<file path="config.mk">
export PLATFORM = sky130hd
export DESIGN_NAME = lrs_pulse_seq
export DESIGN_NICKNAME = d
export VERILOG_FILES = /design/src/rtl/lrs_pkg.sv /design/src/rtl/lrs_counters.sv /design/src/rtl/lrs_region_sel.sv /design/src/rtl/lrs_seq_eval.sv /design/src/rtl/lrs_pulse_seq.sv
export SDC_FILE = /design/constraint.sdc
export NUM_CORES = 1
export LEC_CHECK = 0
export ABC_AREA = 1
export BUFFER_PORTS_ARGS = -buffer_cell sky130_fd_sc_hd__clkbuf_2
export CORE_MARGIN = 2
export CORE_UTILIZATION = 50
export DETAILED_ROUTE_END_ITERATION = 7
export PLACE_DENSITY_LB_ADDON = 0.05
export SYNTH_ARGS = -nofsm -noshare
export SYNTH_HDL_FRONTEND = slang
export SYNTH_SLANG_ARGS = --single-unit
</file>
<file path="constraint.sdc">
create_clock -name clk_i -period 5.2 [get_ports clk_i]
set_input_delay 0.26 -clock clk_i [delete_from_list [all_inputs] [get_ports clk_i]]
set_output_delay 0.26 -clock clk_i [all_outputs]
set_load 0.05 [all_outputs]
</file>
<file path="src/rtl/lrs_pkg.sv">
package lrs_pkg;
  typedef enum logic {
    SRC_INT = 1'b0,
    SRC_EXT = 1'b1
  } src_e;
endpackage

</file>
<file path="src/rtl/lrs_counters.sv">
module lrs_counters #(
  parameter int CW = 12
) (
  input  logic          clk_i,
  input  logic          rst_ni,
  input  logic          hsync_i,
  input  logic          vsync_i,
  output logic [CW-1:0] pix_o,
  output logic [CW-1:0] line_o
);
  logic [CW-1:0] pix_q, line_q;

  always_ff @(posedge clk_i or negedge rst_ni) begin
    if (!rst_ni) begin
      pix_q  <= '0;
      line_q <= '0;
    end else begin
      pix_q <= hsync_i ? '0 : pix_q + 1'b1;
      if (vsync_i)      line_q <= '0;
      else if (hsync_i) line_q <= line_q + 1'b1;
    end
  end

  assign pix_o  = pix_q;
  assign line_o = line_q;
endmodule

</file>
<file path="src/rtl/lrs_region_sel.sv">
module lrs_region_sel #(
  parameter int CW   = 12,
  parameter int NCHG = 4,
  parameter int PW   = 2
) (
  input  logic [CW-1:0]          line_i,
  input  logic [(NCHG-1)*CW-1:0] chg_line_i,
  input  logic [NCHG*PW-1:0]     chg_ptr_i,
  output logic [PW-1:0]          sel_o
);
  localparam int IW = (NCHG > 1) ? $clog2(NCHG) : 1;

  logic [IW-1:0] idx;

  // ascending scan: a later hit overrides, so the highest index wins
  always_comb begin
    idx = '0;
    for (int k = 1; k < NCHG; k++) begin
      if (chg_line_i[(k-1)*CW +: CW] <= line_i) idx = IW'(k);
    end
    sel_o = chg_ptr_i[idx*PW +: PW];
  end
endmodule

</file>
<file path="src/rtl/lrs_seq_eval.sv">
module lrs_seq_eval #(
  parameter int CW = 12
) (
  input  logic [CW-1:0] pix_i,
  input  logic          pol_i,
  input  logic [CW-1:0] tog_a_i,
  input  logic [CW-1:0] tog_b_i,
  output logic          level_o
);
  logic past_a, past_b;

  assign past_a  = (pix_i >= tog_a_i);
  assign past_b  = (pix_i >= tog_b_i);
  // equal toggles flip twice and cancel
  assign level_o = pol_i ^ past_a ^ past_b;
endmodule

</file>
<file path="src/rtl/lrs_pulse_seq.sv">
module lrs_pulse_seq
  import lrs_pkg::*;
#(
  parameter int CW   = 12,
  parameter int NSEQ = 4,
  parameter int NCHG = 4,
  localparam int PW  = $clog2(NSEQ)
) (
  input  logic                   clk_i,
  input  logic                   rst_ni,
  input  logic                   hsync_i,
  input  logic                   vsync_i,
  input  logic [NSEQ-1:0]        seq_pol_i,
  input  logic [NSEQ*CW-1:0]     seq_tog_a_i,
  input  logic [NSEQ*CW-1:0]     seq_tog_b_i,
  input  logic [(NCHG-1)*CW-1:0] chg_line_i,
  input  logic [NCHG*PW-1:0]     chg_ptr_i,
  input  logic                   ext_mode_i,
  input  logic                   ext_pol_i,
  input  logic                   ext_pulse_i,
  output logic                   pulse_o
);
  logic [CW-1:0]   pix_cnt, line_cnt;
  logic [PW-1:0]   seq_sel;
  logic [NSEQ-1:0] seq_level;
  logic            int_pulse, ext_norm;
  src_e            src;

  lrs_counters #(.CW(CW)) u_cnt (
    .clk_i  (clk_i),
    .rst_ni (rst_ni),
    .hsync_i(hsync_i),
    .vsync_i(vsync_i),
    .pix_o  (pix_cnt),
    .line_o (line_cnt)
  );

  lrs_region_sel #(.CW(CW), .NCHG(NCHG), .PW(PW)) u_sel (
    .line_i    (line_cnt),
    .chg_line_i(chg_line_i),
    .chg_ptr_i (chg_ptr_i),
    .sel_o     (seq_sel)
  );

  for (genvar s = 0; s < NSEQ; s++) begin : g_seq
    lrs_seq_eval #(.CW(CW)) u_eval (
      .pix_i  (pix_cnt),
      .pol_i  (seq_pol_i[s]),
      .tog_a_i(seq_tog_a_i[s*CW +: CW]),
      .tog_b_i(seq_tog_b_i[s*CW +: CW]),
      .level_o(seq_level[s])
    );
  end

  assign int_pulse = seq_level[seq_sel];
  assign ext_norm  = ext_pol_i ? ext_pulse_i : ~ext_pulse_i;
  assign src       = src_e'(ext_mode_i);
  assign pulse_o   = (src == SRC_EXT) ? ext_norm : int_pulse;
endmodule

</file>
==> impl_metrics.json <==
{
  "clkPwrFrac": 0.214,
  "switching_power_uw": 211,
  "yosysTopAreaCellShare": 0.340,
  "cts_root_buf": "clkbuf_8",
  "arrival_ps": 2770,
  "endpoint_kind": "output port",
  "r2r_slack_ps": 3010,
  "antennaDiodeCount": 0,
  "drtAntennaViolNets": 0,
  "multiInputGateArea_sq_mm": 0.00366,
  "startpoint": "u_cnt.pix_o[9]",
  "hp-class": "input pin to register",
  "seq_power_share": 0.341,
  "clockBufferDepth": 2,
  "drive_above_1_share": 0.190,
  "cp_max_fo": 11,
  "syn_nets": 1048,
  "drc": 0,
  "core_sq_mm": 0.00968,
  "cts.sinks": 24,
  "die-width_um": 103,
  "finalSetupTns_ps": 0,
  "status": "complete, no violations",
  "period_needed_ps": 3030,
  "firstDrtPassIters": 5,
  "postCtsSetupBuffers": 0,
  "required_ps": 4940,
  "cts_tree": "yes",
  "fin_skew_ps": 2.99,
  "place.gp.congestion": 0.886,
  "min-delay-start": "vsync_i",
  "io_pins": 152,
  "avgSynthCellArea_sq_um": 6.46,
  "max_freq_mhz": 330,
  "syn_to_final_growth_pct": 20.0,
  "drv_cap": 0,
  "fp.dieH_um": 103,
  "synth_area_sq_mm": 0.00493,
  "finalCritPeriodShare": 0.582,
  "holdWs_ps": 181,
  "yosysWarningCount": 0,
  "hpwlAfterDp_um": 11300,
  "start_util": 0.509,
  "clock_latency_ps": 260,
  "clkTransAtPathRegs_ps": 80,
  "fillers": 952,
  "antenna_found_initial": 0,
  "r2r-start": "u_cnt.pix_o[1]",
  "viasPerCell": 4.91,
  "p_comb_frac": 0.446,
  "fin_nets": 1204,
  "p_int_uw": 375,
  "crit_path_start_kind": "register",
  "rsz0062_at_grt": "no",
  "track_usage": 0.248,
  "drt-initial-drc-count": 119,
  "overflow": 0,
  "cellLeakagePower_nw": 3.83,
  "synth_area_leaders": "ha_1, inv_1, nand2_1",
  "route.vias.total": 5156,
  "power.density_mw_per_mm2": 99.1,
  "portBuffers": 151,
  "routedWlPerCell_um": 12.4,
  "crit_type": "register to output port",
  "relSlewSlack": 0.594,
  "setup_violations": 0,
  "ys_seq_elements": 24,
  "grt_pass1_wl_um": 21100,
  "die-area_sq_mm": 0.0107,
  "wl_um": 13000,
  "worst_slew_pin_slew_ps": 608,
  "ys_types": 30,
  "grt_pass1_vias": 4863,
  "syn_inst": 763,
  "register_area_sq_um": 601,
  "placementRows": 36,
  "seq_area_frac_synth": 0.122,
  "grt_max_degree": 25,
  "switching_share": 0.359,
  "hold_violations": 0,
  "htree_num_levels": 1,
  "timing_max_transition_violations_final": 0,
  "vdd_drop_max_mv": 0.168,
  "synth_top_area_cell": "ha_1",
  "cts_buffers": 3
}
path summary, 6_finish.rpt:
path / to / depth (start not counted)
min: u_cnt.line_o[0] / 2
max in group asynchronous: u_cnt.line_o[0] / 2
min reg2reg: u_cnt.pix_o[0] / 1
max reg2reg: u_cnt.pix_o[10] / 5
min in group asynchronous: u_cnt.line_o[8] / 2
max: pulse_o / 15
area by class of cell:
cell class,count,share of cell area
Clock buffer,4,0.00931
Multi-Input combinational cell,561,0.619
Tap cell,133,0.0281
Sequential cell,24,0.102
Inverter,177,0.112
Timing Repair Buffer,152,0.130
worst max-delay path, cell delays in order (launching register included):
cell	delay (ps)
dfrtp_1	650
ha_1	340
a21oi_1	140
o21ai_0	100
a21oi_1	210
nand3_1	130
nand2_1	80
nand3_1	60
nand2_1	150
inv_1	70
nand2_1	70
nand3_1	70
nand2_1	60
nand2_1	40
nand2_1	60
clkbuf_2	270
cell usage in the layout (no fill, tap or decap), types with 4 or more instances in the layout:
| master | Yosys | layout |
|---|---|---|
| a21o_1 | 4 | 4 |
| a21oi_1 | 63 | 63 |
| and2_1 | 5 | 5 |
| clkbuf_2 | 0 | 151 |
| clkbuf_8 | 0 | 4 |
| dfrtp_1 | 24 | 24 |
| ha_1 | 134 | 134 |
| inv_1 | 177 | 177 |
| nand2_1 | 174 | 174 |
| nand2_2 | 11 | 11 |
| nand3_1 | 38 | 38 |
| nand4_1 | 11 | 11 |
| nor2_1 | 61 | 61 |
| nor2_4 | 4 | 4 |
| nor3_1 | 4 | 4 |
| o21ai_0 | 27 | 27 |
| o21bai_1 | 4 | 4 |
sequential cells by signal, indices dropped and copies added (netlist names):
| signal | flops |
|---|---|
| u_cnt.line_o | 12 |
| u_cnt.pix_o | 12 |
logic make-up (layout without fill, tap and decap cells):
logic type      after synthesis  count (layout)  share of synthesized area
buf+inv                     178             333                      0.136
simple gates                316             316                      0.277
xor+xnor                      3               3                    0.00533
flops                        24              24                      0.122
fa+ha+maj                   134             134                      0.340
compound gates              108             108                      0.120
stage by stage:
step	power, mW	util	area (sq um)	std cells	worst slack, ps
2_1_floorplan	0.358	-	4930	763	2840
3_3_place_gp	0.453	0.604	5850	1046	2500
3_5_place_dp	0.466	0.604	5850	1046	2450
4_1_cts	0.592	0.610	5910	1051	2150
5_1_grt	0.645	0.610	5910	1051	1790
6_report	0.586	0.610	5910	1051	2170
Yosys cell counts (all sizes together):
cell type / count
nor3: 4
nor4: 1
o21bai: 4
a21oi: 65
clkbuf: 1
and3: 1
xnor2: 2
and2: 5
nand4: 11
nor3b: 1
nand3b: 3
nand2: 185
a21boi: 1
o211a: 1
a211oi: 2
dfrtp: 24
ha: 134
nor2: 66
xor2: 1
a21o: 4
a221oi: 1
o21ai: 27
o21a: 3
nand3: 39
inv: 177
power groups by stage:
stage | sequential (mW) | combinational (mW) | clock (mW)
finish | 0.200 | 0.261 | 0.125
detailed placement | 0.204 | 0.262 | 0
global route | 0.201 | 0.308 | 0.136
CTS | 0.200 | 0.264 | 0.128
floorplan | 0.199 | 0.159 | 0
global placement | 0.203 | 0.250 | 0
routing by layer:
metal / share of wire / wire length [um] / vias up / global-route usage
met2: 0.49 / 6350 / 114 / 0.452
li1: - / - / 2763 / -
met1: 0.47 / 6060 / 2267 / 0.325
met5: 0 / 0 / - / 0
met3: 0.037 / 480 / 12 / 0.0242
met4: 0.0098 / 127 / 0 / 0.0354
timing repair:
| action | 4_1_cts | 5_1_grt |
|---|---|---|
| hold buffers | 1 | 0 |
| gates resized for setup | 0 | 0 |
| endpoints found under the hold margin | 13 | 0 |
Power figures use the tool's default switching activity.
